--- src/rtl/desc_fetch_pkg.sv ---
package desc_fetch_pkg;
  typedef enum logic [2:0] {
    ST_IDLE   = 3'd0,
    ST_CALC   = 3'd1,
    ST_RD_CNT = 3'd2,
    ST_RD_ADR = 3'd3,
    ST_DONE   = 3'd4
  } fetch_state_t;
endpackage

--- src/rtl/desc_fetch_addr.sv ---
// Base register, offset latch and descriptor address generation.
module desc_fetch_addr #(
  parameter int ADDR_W     = 32,
  parameter int OFS_W      = 24,
  parameter int ALIGN_BITS = 2,
  parameter int WORD_BYTES = 4
) (
  input  logic              clk,
  input  logic              rst_n,
  input  logic              base_ld,
  input  logic [ADDR_W-1:0] base_wdata,
  input  logic              ofs_ld,
  input  logic [OFS_W-1:0]  ofs_in,
  input  logic              calc_en,
  input  logic              sel_second,
  output logic              base_misaligned,
  output logic [ADDR_W-1:0] rd_addr
);
  localparam int EXT_W = ADDR_W - OFS_W;

  logic [ADDR_W-1:0] base_q, desc_q, desc_d;
  logic [OFS_W-1:0]  ofs_q;
  logic [ADDR_W-1:0] ofs_sext;

  assign ofs_sext        = {{EXT_W{ofs_q[OFS_W-1]}}, ofs_q};
  assign desc_d          = base_q + ofs_sext;
  assign base_misaligned = |base_q[ALIGN_BITS-1:0];
  assign rd_addr         = sel_second ? desc_q + ADDR_W'(WORD_BYTES) : desc_q;

  always_ff @(posedge clk or negedge rst_n) begin
    if (!rst_n) begin
      base_q <= '0;
      ofs_q  <= '0;
      desc_q <= '0;
    end else begin
      if (base_ld) base_q <= base_wdata;
      if (ofs_ld)  ofs_q  <= ofs_in;
      if (calc_en) desc_q <= desc_d;
    end
  end

  // A fetch only runs from an aligned base
  assert_calc_aligned_R2: assert property (@(posedge clk) disable iff (!rst_n)
    calc_en |-> (base_q[ALIGN_BITS-1:0] == '0));
endmodule

--- src/rtl/desc_fetch_ctrl.sv ---
// Sequencer: IDLE -> CALC -> READ_COUNT -> READ_ADDR -> DONE.
module desc_fetch_ctrl
  import desc_fetch_pkg::*;
(
  input  logic clk,
  input  logic rst_n,
  input  logic start,
  input  logic instr_opc,
  input  logic m2m_active,
  input  logic base_misaligned,
  input  logic mem_ack,
  output logic idle,
  output logic ofs_ld,
  output logic calc_en,
  output logic sel_second,
  output logic mem_req,
  output logic cnt_cap,
  output logic adr_cap,
  output logic done,
  output logic error
);
  fetch_state_t state_q, state_d;
  logic err_q, err_d, refuse, accept;

  assign idle   = (state_q == ST_IDLE);
  assign refuse = instr_opc | m2m_active | base_misaligned;
  assign accept = idle & start & ~refuse;
  assign err_d  = idle & start & refuse;

  always_comb begin
    state_d = state_q;
    unique case (state_q)
      ST_IDLE:   if (accept) state_d = ST_CALC;
      ST_CALC:   state_d = ST_RD_CNT;
      ST_RD_CNT: if (mem_ack) state_d = ST_RD_ADR;
      ST_RD_ADR: if (mem_ack) state_d = ST_DONE;
      ST_DONE:   state_d = ST_IDLE;
      default:   state_d = ST_IDLE;
    endcase
  end

  always_ff @(posedge clk or negedge rst_n) begin
    if (!rst_n) begin
      state_q <= ST_IDLE;
      err_q   <= 1'b0;
    end else begin
      state_q <= state_d;
      err_q   <= err_d;
    end
  end

  assign ofs_ld     = accept;
  assign calc_en    = (state_q == ST_CALC);
  assign sel_second = (state_q == ST_RD_ADR);
  assign mem_req    = (state_q == ST_RD_CNT) | (state_q == ST_RD_ADR);
  assign cnt_cap    = (state_q == ST_RD_CNT) & mem_ack;
  assign adr_cap    = (state_q == ST_RD_ADR) & mem_ack;
  assign done       = (state_q == ST_DONE);
  assign error      = err_q;

  // The count read is always followed by the address read
  assert_count_then_addr_R5: assert property (@(posedge clk) disable iff (!rst_n)
    cnt_cap |=> (sel_second && mem_req));
  // A refusal starts no sequence
  assert_refuse_stays_idle_R10: assert property (@(posedge clk) disable iff (!rst_n)
    error |-> (idle && !mem_req));
endmodule

--- src/rtl/desc_fetch_result.sv ---
// Holds the resolved operands for the data mover.
module desc_fetch_result #(
  parameter int ADDR_W = 32,
  parameter int CNT_W  = 24
) (
  input  logic              clk,
  input  logic              rst_n,
  input  logic              cnt_cap,
  input  logic              adr_cap,
  input  logic [ADDR_W-1:0] rdata,
  output logic [CNT_W-1:0]  byte_count,
  output logic [ADDR_W-1:0] data_addr
);
  logic [CNT_W-1:0]  cnt_q;
  logic [ADDR_W-1:0] adr_q;

  always_ff @(posedge clk or negedge rst_n) begin
    if (!rst_n) begin
      cnt_q <= '0;
      adr_q <= '0;
    end else begin
      if (cnt_cap) cnt_q <= rdata[CNT_W-1:0];
      if (adr_cap) adr_q <= rdata;
    end
  end

  assign byte_count = cnt_q;
  assign data_addr  = adr_q;
endmodule

--- src/rtl/desc_fetch_unit.sv ---
module desc_fetch_unit #(
  parameter int ADDR_W = 32,
  parameter int OFS_W  = 24,
  parameter int CNT_W  = 24
) (
  input  logic              clk,
  input  logic              rst_n,
  input  logic              base_we,
  input  logic [ADDR_W-1:0] base_wdata,
  input  logic              start,
  input  logic              instr_opc,
  input  logic [OFS_W-1:0]  instr_ofs,
  input  logic              m2m_active,
  output logic              mem_req,
  output logic [ADDR_W-1:0] mem_addr,
  input  logic              mem_ack,
  input  logic [ADDR_W-1:0] mem_rdata,
  output logic              busy,
  output logic              done_o,
  output logic              error_o,
  output logic [CNT_W-1:0]  byte_count_o,
  output logic [ADDR_W-1:0] data_addr_o
);
  logic idle, ofs_ld, calc_en, sel_second, cnt_cap, adr_cap, misaligned;

  desc_fetch_ctrl u_ctrl (
    .clk(clk), .rst_n(rst_n), .start(start), .instr_opc(instr_opc),
    .m2m_active(m2m_active), .base_misaligned(misaligned), .mem_ack(mem_ack),
    .idle(idle), .ofs_ld(ofs_ld), .calc_en(calc_en), .sel_second(sel_second),
    .mem_req(mem_req), .cnt_cap(cnt_cap), .adr_cap(adr_cap),
    .done(done_o), .error(error_o)
  );

  desc_fetch_addr #(.ADDR_W(ADDR_W), .OFS_W(OFS_W)) u_addr (
    .clk(clk), .rst_n(rst_n), .base_ld(base_we & idle), .base_wdata(base_wdata),
    .ofs_ld(ofs_ld), .ofs_in(instr_ofs), .calc_en(calc_en),
    .sel_second(sel_second), .base_misaligned(misaligned), .rd_addr(mem_addr)
  );

  desc_fetch_result #(.ADDR_W(ADDR_W), .CNT_W(CNT_W)) u_res (
    .clk(clk), .rst_n(rst_n), .cnt_cap(cnt_cap), .adr_cap(adr_cap),
    .rdata(mem_rdata), .byte_count(byte_count_o), .data_addr(data_addr_o)
  );

  assign busy = ~idle;

  assert_addr_hold_R5: assert property (@(posedge clk) disable iff (!rst_n)
    (mem_req && !mem_ack) |=> (mem_req && $stable(mem_addr)));
  assert_done_pulse_R6: assert property (@(posedge clk) disable iff (!rst_n)
    done_o |=> !done_o);
  assert_done_after_ack_R6: assert property (@(posedge clk) disable iff (!rst_n)
    $rose(done_o) |-> $past(mem_ack));
  assert_error_pulse_R10: assert property (@(posedge clk) disable iff (!rst_n)
    error_o |=> !error_o);
  assert_error_no_req_R7: assert property (@(posedge clk) disable iff (!rst_n)
    error_o |-> (!mem_req && !done_o));
endmodule

--- config.mk ---
export PLATFORM = sky130hd
export DESIGN_NAME = desc_fetch_unit
export DESIGN_NICKNAME = d
export VERILOG_FILES = /design/src/rtl/desc_fetch_pkg.sv /design/src/rtl/desc_fetch_addr.sv /design/src/rtl/desc_fetch_ctrl.sv /design/src/rtl/desc_fetch_result.sv /design/src/rtl/desc_fetch_unit.sv
export SDC_FILE = /design/constraint.sdc
export NUM_CORES = 1
export LEC_CHECK = 0
export ABC_AREA = 1
export ABC_CLOCK_PERIOD_IN_PS = 2800
export BUFFER_PORTS_ARGS = -buffer_cell sky130_fd_sc_hd__buf_4
export CAP_MARGIN = 25
export CELL_PAD_IN_SITES_DETAIL_PLACEMENT = 0
export CELL_PAD_IN_SITES_GLOBAL_PLACEMENT = 2
export CORE_ASPECT_RATIO = 0.7
export CORE_MARGIN = 2
export CORE_UTILIZATION = 31
export CTS_CLUSTER_SIZE = 40
export DETAILED_ROUTE_END_ITERATION = 10
export PLACE_DENSITY = 0.78
export SLEW_MARGIN = 20
export SYNTH_ARGS = -nofsm -noshare
export SYNTH_HDL_FRONTEND = slang
export SYNTH_SLANG_ARGS = --single-unit
--- constraint.sdc ---
create_clock -name clk -period 2.8 [get_ports clk]
set_clock_uncertainty 0.1 [all_clocks]
set_input_delay 0.14 -clock clk [delete_from_list [all_inputs] [get_ports clk]]
set_output_delay 0.14 -clock clk [all_outputs]
set_load 0.01 [all_outputs]
## Yosys cells after proc, flatten, opt, wreduce, memory -nomap -nowiden

Index checks and enable logic that the tools add are counted.
Widths: inputs -> output; s select.

| operators by class | value |
|---|---|
| add/subtract/negate cells | 2 |
| equal/unequal tests | 7 |
| muxes and demuxes | 5 |
| bitwise logic cells | 11 |
| reductions and logical operators | 3 |

Operator list:

| operator | count |
|---|---|
| $add 32x3->32 const B | 1 |
| $add 32x32->32 | 1 |
| $mux 32 | 1 |
| $pmux 3 s4 | 1 |
| $mux 3 | 3 |
| $and 1x1->1 | 6 |
| $eq 3x2->1 const B | 2 |
| $ne 2x2->1 const B | 2 |
| $eq 3x1->1 const B | 1 |
| $eq 3x3->1 const B | 1 |
| $logic_not 3->1 | 1 |
| $or 1x1->1 | 3 |
| $reduce_and 3->1 | 1 |
| $ne 2x1->1 const B | 1 |
| $not 1->1 | 2 |
| $reduce_or 2->1 | 1 |

| storage, ports and cells | value |
|---|---|
| register bits | 148 |
| input bits | 95 |
| output and inout bits | 92 |
| logic and storage cells | 35 |

## Longest topological paths before layout

Gate-level depths: netlist of the first run.

| logic depth | value |
|---|---|
| depth in word-level cells | 6 |
| mapped depth | 12 |
| gate-level depth less buffers | 12 |

## Modules after synthesis

From an unflattened synthesis of the first run, not the netlist that was laid out.

| second synthesis, totals | value |
|---|---|
| cells, all modules | 1184 |
| area, all modules | 8984.9 um2 |

By module, submodules not included:

| module | instances | cells each | area each (um2) | seq. area each (um2) |
|---|---|---|---|---|
| desc_fetch_addr | 1 | 908 | 6476.2 | 2202.1 |
| desc_fetch_result | 1 | 238 | 2248.4 | 1401.3 |
| desc_fetch_ctrl | 1 | 35 | 249.0 | 100.1 |
| desc_fetch_unit | 1 | 3 | 11.3 | 0.0 |

## Worst setup path before layout of the first run

No wires, ideal clock.

| timing | value |
|---|---|
| kind | flip-flop to flip-flop |
| start point | register u_addr.ofs_q[0] |
| end point | register u_addr.desc_q[20] |
| setup time | 0.133 ns |
| arrival time | 1.701 ns |
| required time | 2.567 ns |
| path slack | 0.866 ns |
| cell stages (with the launch flop) | 11 |
| buffers on the path | 0 |
| clock period less this slack | 1.934 ns |
| path through | dfrtp_1 > ha_1 > fa_1 > nand3_1 > nand3_1 > nand3_1 > nand3_1 > nand2_1 > nand3_1 > nand3_1 > o21ai_0 |

| on the way | value |
|---|---|
| longest elaborated chain between the ends | 1 |

RTL lines:

| item | RTL line | text |
|---|---|---|
| from (decl) | desc_fetch_addr.sv:22 | `logic [OFS_W-1:0] ofs_q;` |
| from (signal assigned) | desc_fetch_addr.sv:37 | `if (ofs_ld) ofs_q <= ofs_in;` |
| $add 32x32->32 | desc_fetch_addr.sv:26 | `assign desc_d = base_q + ofs_sext;` |
| to (signal assigned) | desc_fetch_addr.sv:38 | `if (calc_en) desc_q <= desc_d;` |
| to (decl) | desc_fetch_addr.sv:21 | `logic [ADDR_W-1:0] base_q, desc_q, desc_d;` |

No other way between the ends.
A chain may end at the register's enable or synchronous reset.

## Final worst setup path of the first run

| timing | value |
|---|---|
| start point | register u_ctrl.state_q[2] |
| end point | output port mem_addr[27] |

| on the way | value |
|---|---|
| longest elaborated chain between the ends | 2 |

RTL lines:

| item | RTL line | text |
|---|---|---|
| from (decl) | desc_fetch_ctrl.sv:22 | `fetch_state_t state_q, state_d;` |
| from (signal assigned) | desc_fetch_ctrl.sv:47 | `state_q <= state_d;` |
| $eq 3x2->1 | desc_fetch_ctrl.sv:54 | `assign sel_second = (state_q == ST_RD_ADR);` |
| $mux 32 | desc_fetch_addr.sv:28 | `assign rd_addr = sel_second ? desc_q + ADDR_W'(WORD_BYTES) : desc_q;` |
| to (decl) | desc_fetch_unit.sv:15 | `output logic [ADDR_W-1:0] mem_addr,` |

No other way between the ends.

==> results of run 1 <==
[worst max-delay path: cells and delay by family (launching register included)]
family	cells	cell delay, ns
and+or+nand+nor	7	1.02
DFF	1	0.42
buffers and inverters	2	0.27
AOI/OAI and AO/OA	1	0.18
[cell usage in the layout, fill, tap and decap left out, drive strengths merged]
cell type    Yosys  routed
inv            167     172
fa               1       1
mux2            56      56
and3             1       1
nand3           60      60
xor2            17      17
nand4            7       7
clkinv           0       3
o21bai           3       3
or2              1       1
nand3b           4       4
clkinvlp         0       3
nor3            11      11
dfrtp          148     148
dlygate4sd3      0      93
a21oi           22      22
a21o             1       1
buf             12     194
clkbuf          12      19
nor2            66      66
and2             2       2
bufinv           0       2
ha              32      32
nand2          381     381
xnor2           24      24
o21ai           69      69
[power groups by stage]
stage | Combinational, mW | Clock, mW | Sequential, mW
after global routing | 8.09 | 2.50 | 4.07
final | 7.15 | 2.35 | 3.91
after detailed placement | 7.15 | 0 | 3.94
after CTS | 7.28 | 2.42 | 3.93
after global placement | 7.16 | 0 | 3.92
after floorplan | 4.43 | 0 | 3.91
[sequential cells by signal (all words and copies together) (netlist names)]
name,flops
u_addr.base_q,32
u_addr.desc_q,32
u_res.data_addr,32
u_addr.ofs_q,24
u_res.byte_count,24
u_ctrl.state_q,3
u_ctrl.error,1
[final cells by class]
cell class / count / area (µm²)
Multi-Input combinational cell: 758 / 4115
Sequential cell: 148 / 3704
Tap cell: 364 / 455.4
Clock buffer: 19 / 442.9
Fill cell: 2754 / 15070
Clock inverter: 13 / 147.6
Inverter: 167 / 626.9
Timing Repair Buffer: 287 / 2404
[per-stage QoR]
step	std cells	util (%)	setup WS, ns	cell area [µm²]
2_1_floorplan	1097	-	0.8663	8558
3_3_place_gp	1631	38.47	0.5329	10370
3_5_place_dp	1631	38.47	0.5094	10370
4_1_cts	1756	44.12	0.1887	11900
5_1_grt	1756	44.12	0.04700	11900
6_report	1756	44.12	0.2338	11900
[metal layers]
metal | vias to the layer above | part of all wire, % | wire length [µm] | GRT usage [%]
li1 | 3987 | - | - | -
met1 | 3518 | 52 | 13650 | 27.70
met2 | 147 | 42 | 10860 | 26.03
met3 | 23 | 4.9 | 1282 | 4.587
met4 | 2 | 0.85 | 221 | 4.264
met5 | - | 0.050 | 13 | 0
[how the worst min path moves through the flow]
stage / from / to / slack, ns / cells after the start
after floorplan: rst_n / u_addr.base_q[0] / -0.26 / 0
after global placement: rst_n / u_addr.desc_q[30] / -0.06 / 1
after CTS: rst_n / u_addr.desc_q[30] / 0.05 / 2
final: rst_n / u_addr.desc_q[30] / 0.06 / 2
after global routing: rst_n / u_addr.desc_q[26] / 0.08 / 2
after detailed placement: rst_n / u_addr.desc_q[30] / -0.05 / 1
[cell families (layout without fill, tap and decap cells)]
logic type,Yosys count,in the layout
AOI/OAI and AO/OA,95,95
and+or+nand+nor,533,533
xor gates and xnor gates,41,41
adders and majority gates,33,33
buffers and inverters,191,486
DFF,148,148
muxes,56,56
==> flow_summary_export.csv, run 1 <==
group,metric,value,unit
worst_setup_path,worst_ep_arrival_time,2.33,ns
grt,grt_pass1_vias,7603,
layout,nets,1507,
clocking,h-tree-depth,4,
sta,fin_crit,2.566,ns
grt,grt_antenna_before_repair,1,
layout,drive_above_1_share,21.48,%
sta,hold_slack,0.06067,ns
floorplanning,die_y,143.0,µm
yosys,synth_area,0.008558,mm²
yosys,yosysMostFrequentCell,"nand2_1",
worst_setup_path,cp_max_fo,7,
clocking,postCtsSetupRepairBufs,0,
pwr,power-per-cell-area,1127,mW/mm²
job,cap_viol_max_count,0,
sta,hold_violations,0,
pwr,seqPwrFrac,29.2,%
yosys,synth_seq_cells,148,
yosys,yosys.area.top_type,"dfrtp_1",
clocking,cts_resized,0,
clocking,cts_buffer_depth,2,
worst_setup_path,worstPathCellList,"inv_1, nand3_4, nor2_4, nand2_4, nor2_4, and3_1, nand2_1, o21ai_0, nand2_1, buf_4",
floorplanning,start_util,31.74,%
yosys,synth-edff-count,0,
worst_setup_path,cp_slowest_cell,"dfrtp_1",
clocking,path_clk_slew,0.06,ns
floorplanning,placementRows,50,
yosys,seq_area_frac_synth,43.27,%
sta,worst_pin_slew,0.8727,ns
yosys,ys_types,32,
hold_path,hp-class,"in2async",
worst_setup_path,timing.critical_path.to,"mem_addr[27]",
yosys,ys.flop_type,"dfrtp_1",
worst_setup_path,startpoint,"u_ctrl.state_q[2]",
worst_setup_path,cp-start-kind,"flip-flop",
pwr,total_power,13.41,mW
yosys,synth_adder_area_share,4.912,%
drt,ant_nets,0,
sta,fin_crit_sh,91.65,%
yosys,synth_top_area_share,43.27,%
layout,diodes,0,
worst_setup_path,end_kind,"primary output",
clocking,clk-insertion-delay-late,0.44,ns
sta,fin_tns_setup,0,ns
clocking,cts_tree,"done",
pwr,leakage,6.306,nW
clocking,numCtsBuffers,17,
grt,grt_pass1_wl,41.22,mm
drt,drt_iter0_markers,349,
worst_setup_path,cp_slowest_stage_delay,0.42,ns
worst_setup_path,r2r_start,"u_addr.base_q[0]",
drt,route.detailed.drc,0,
sta,slew_headroom,41.82,%
yosys,synth_mux_area_share,7.368,%
worst_setup_path,crit_type,"reg2out",
grt,grt_max_degree,82,
worst_setup_path,crit_required,2.56,ns
run_status,status,"complete, no violations",
yosys,synth_simple_gate_area_share,25.94,%
drt,firstDrtPassIters,5,
drt,detail_route.wl_per_cell,14.82,µm
yosys,synthTopCellsByCount,"377 x nand2_1, 166 x inv_1, 148 x dfrtp_1, 67 x o21ai_0, 59 x nand3_1",
sta,maxSlewViolCount,0,
clocking,clock_sinks,148,
floorplanning,io_pins,187,
clocking,cts_hold_buf,93,
place,routabilityCongestion,0.8243,
drt,num_vias,7677,
floorplanning,dieArea,0.02897,mm²
place,dp_hpwl,20.51,mm
sta,setup_viol,0,
worst_setup_path,timing.rr.end,"u_addr.desc_q[24]",
yosys,avgSynthCellArea,7.801,µm²
yosys,synth_compound_area_share,5.673,%
sta,fmax,0.3897,GHz
pwr,p_comb_share,53.3,%
pwr,clkPwrFrac,17.5,%
yosys,synth_nets,1225,
yosys,async_reset_ff_share,100.0,%
clocking,cts_root_buf,"clkbuf_16",
yosys,syn_inst,1097,
grt,grt_overflow,0,
sta,rsz0062_at_grt,"no",
yosys,yosysWarnings,0,
drt,drt-total-wl,26.03,mm
place,port_buffers,186,
worst_setup_path,reg2regPathDepth,10,
grt,grt_usage,18.36,%
floorplanning,floorplan.core_area,0.02696,mm²
pwr,internal_power,7.496,mW
pwr,switching_share,44.10,%
layout,syn2layout_area_growth,38.99,%
drt,drt-vias-per-instance,4.372,
floorplanning,die_x,202.6,µm
pwr,p_switching,5.914,mW
worst_setup_path,ff2ff_setup_slack,0.50,ns
pwr,peakVddDrop,0.4882,mV
yosys,synth_top_family_by_area,"simple AND/OR/NAND/NOR gates",
yosys,synth-xor-area-share,4.196,%
yosys,netlist_top_cells_area,"dfrtp_1 43%, nand2_1 17%, mux2_2 7.4%",
Note: power is estimated with default switching activity, not from simulation.
==> run 2, diff against run 1 <==
--- a/config.mk
+++ b/config.mk
@@ -20,4 +20,5 @@
 export SLEW_MARGIN = 20
 export SYNTH_ARGS = -nofsm -noshare
 export SYNTH_HDL_FRONTEND = slang
+export SYNTH_HIERARCHICAL = 1
 export SYNTH_SLANG_ARGS = --single-unit
==> run 2 against run 1 <==
Critical endpoint is now mem_addr[25]. Global-route usage rose by 0.29 points. Maximum frequency shrank 3.3%. Cell count up 5.9%. Largest cell class unchanged. Synthesized cell count up 7.9%. Die area up 4.9%. Critical path type unchanged. Flip-flop and latch count unchanged. First-iteration DRC count increased by 21%.
==> flow_summary_export.csv, run 2 <==
group,metric,value,unit
job,cap_viol_max_count,0,
grt,grtUsageMet1,28.60,%
worst_setup_path,end_kind,"primary output",
worst_setup_path,crit_required,2.56,ns
worst_setup_path,worstPathCellList,"inv_2, nand2_2, nor2_4, nand4_4, nor2_4, nand3_2, nor3b_4, nand2_1, xnor2_1, buf_4",
drt,ant_nets,0,
yosys,synth_top_area_share,41.22,%
run_status,status,"complete, no violations",
layout,final_cell_mix,"477 x nand2_1, 198 x buf_4, 151 x inv_1",
grt,grt_overflow,0,
yosys,synth_seq_cells,148,
worst_setup_path,critPathTopFamily,"simple AND/OR/NAND/NOR gates",
drt,detail_route.wl_per_cell,15.14,µm
sta,maxSlewViolCount,0,
sta,fin_crit_sh,94.77,%
hold_path,hp-class,"in2async",
worst_setup_path,cp_slowest_stage_delay,0.43,ns
sta,fin_tns_setup,0,ns
drt,drt-total-wl,28.15,mm
layout,final_cells,1859,
layout,drive_above_1_share,22.01,%
place,routabilityCongestion,0.8390,
sta,hold_slack,0.1579,ns
floorplanning,floorplan.core_area,0.02869,mm²
clocking,cts_buffer_depth,2,
yosys,synth_area,0.008985,mm²
sta,hold_violations,0,
drt,drt-vias-per-instance,4.428,
yosys,syn_inst,1184,
yosys,yosysMostFrequentCell,"nand2_1",
sta,slew_headroom,58.72,%
floorplanning,die_x,207.5,µm
yosys,ys.flop_type,"dfrtp_1",
place,place_worst_setup_slack,0.4920,ns
worst_setup_path,crit_type,"reg2out",
sta,worst_pin_slew,0.6193,ns
place,port_buffers,186,
yosys,netlist_top_cells_area,"dfrtp_1 41%, nand2_1 20%, mux2_2 6.8%",
worst_setup_path,cp-start-kind,"flip-flop",
grt,grt_pass1_wl,44.19,mm
grt,grt_util_met2,26.75,%
pwr,leakage,6.566,nW
drt,route.detailed.drc,0,
layout,diodes,0,
yosys,ys_types,44,
worst_setup_path,crit_buf_inv,2,
floorplanning,io_pins,187,
drt,drt_iter0_markers,421,
layout,syn2layout_area_growth,36.93,%
pwr,power-per-cell-area,1067,mW/mm²
grt,grt.busiest_layer,"met1",
pwr,peakVddDrop,0.4553,mV
sta,fin_crit,2.654,ns
worst_setup_path,worst_path_most_repeated_cell,"nor2_4",
yosys,yosys.area.top_type,"dfrtp_1",
floorplanning,placementRows,52,
worst_setup_path,cp_max_fo,4,
grt,grt_pass1_vias,7910,
grt,grt_antenna_before_repair,0,
clocking,h-tree-depth,4,
grt,grt_usage,18.65,%
sta,setup_viol,0,
clocking,cts_tree,"done",
clocking,numCtsBuffers,17,
yosys,async_reset_ff_share,100.0,%
place,dp_hpwl,21.52,mm
drt,firstDrtPassIters,5,
yosys,yosysWarnings,6,
clocking,clk-insertion-delay-late,0.44,ns
sta,fmax,0.3768,GHz
clocking,cts_root_buf,"clkbuf_16",
floorplanning,dieArea,0.03038,mm²
sta,timing.final.ws_setup,0.1464,ns
layout,nets,1596,
yosys,seq_area_frac_synth,41.22,%
floorplanning,start_util,31.31,%
grt,met3_usage,4.216,%
clocking,clock_sinks,148,
layout,final_common_cell,"nand2_1",
yosys,synth_nets,1312,
yosys,synthTopCellsByCount,"477 x nand2_1, 152 x inv_1, 148 x dfrtp_1, 64 x nand3_1, 64 x nor2_1",
grt,grt_max_degree,62,
clocking,path_clk_slew,0.06,ns
yosys,avgSynthCellArea,7.589,µm²
place,dp_cells,1731,
worst_setup_path,cp_slowest_cell,"dfrtp_1",
floorplanning,die_y,146.4,µm
worst_setup_path,worst_ep_arrival_time,2.41,ns
drt,num_vias,8232,
yosys,synth-edff-count,0,
[run 2: cells by family (layout without fill, tap and decap cells)]
group | after synthesis | in the layout | synth area share [%]
multiplexers | 54 | 54 | 6.768
buffers and inverters | 188 | 485 | 9.386
AO/OA/AOI/OAI | 56 | 56 | 3.328
AND/OR/NAND/NOR | 669 | 669 | 31.11
adder cells (fa/ha/maj) | 33 | 33 | 4.679
flip-flops | 148 | 148 | 41.22
XOR/XNOR | 36 | 36 | 3.509
[run 2: metal layers]
metal,wire length [µm],vias to the layer above
met5,0,-
met4,181,0
met3,1259,12
met2,12100,145
met1,14610,3839
li1,-,4236
[run 2: final timing paths]
kind,slack [ns],cells after the start,to,start
worst max-delay path,0.15,10,mem_addr[25],u_ctrl/state_q[2]
worst min-delay path,0.16,2,u_res/byte_count[17],rst_n
worst max register to register,0.53,11,u_addr/desc_q[24],u_addr/base_q[0]
worst min register to register,0.37,2,u_res/byte_count[10],u_res/byte_count[10]
max in group asynchronous,1.51,3,u_ctrl/state_q[1],rst_n
min in group clk,0.27,6,u_addr/base_q[0],base_we
[run 2: power by group]
group / total [mW] / switching [mW] / internal (mW)
Combinational: 6.90 / 4.03 / 2.88
Clock: 2.30 / 0.976 / 1.33
Sequential: 3.91 / 0.805 / 3.11
[run 2: worst reg2reg max path, cell delays in order, from the launching register on]
cell     delay (ns)
dfrtp_1        0.38
ha_1           0.26
fa_1           0.45
nand3_1        0.12
nand3_1        0.19
nand2_1        0.11
nand3_1        0.15
nand2_1        0.15
nand3_1        0.10
nand2_1        0.07
nand3_1        0.06
nand2_1        0.07
[run 2: final cells by class]
| class | count | area (µm²) |
|---|---|---|
| timing repair buffer | 294 | 2459 |
| tap | 378 | 473.0 |
| clock inverter | 9 | 93.84 |
| fill | 3057 | 16390 |
| inverter | 159 | 611.8 |
| multi-input combinational | 848 | 4473 |
| clock buffer | 23 | 488.0 |
| sequential | 148 | 3705 |
[run 2: timing repair]
action	4_1_cts	5_1_grt
pin swaps	1	3
hold buffers	94	0
setup endpoints to repair	1	8
endpoints found under the hold margin	173	0
setup buffers	2	0
cloned	0	0
resized for setup	0	6
[run 2: metrics by stage]
| step | instance area [µm²] | power (mW) | util, % |
|---|---|---|---|
| floorplan | 8985 | 8.214 | - |
| global placement | 10740 | 10.78 | 37.43 |
| detailed placement | 10740 | 10.80 | 37.43 |
| CTS | 12280 | 13.29 | 42.79 |
| global route | 12300 | 14.27 | 42.88 |
| finish | 12300 | 13.12 | 42.88 |
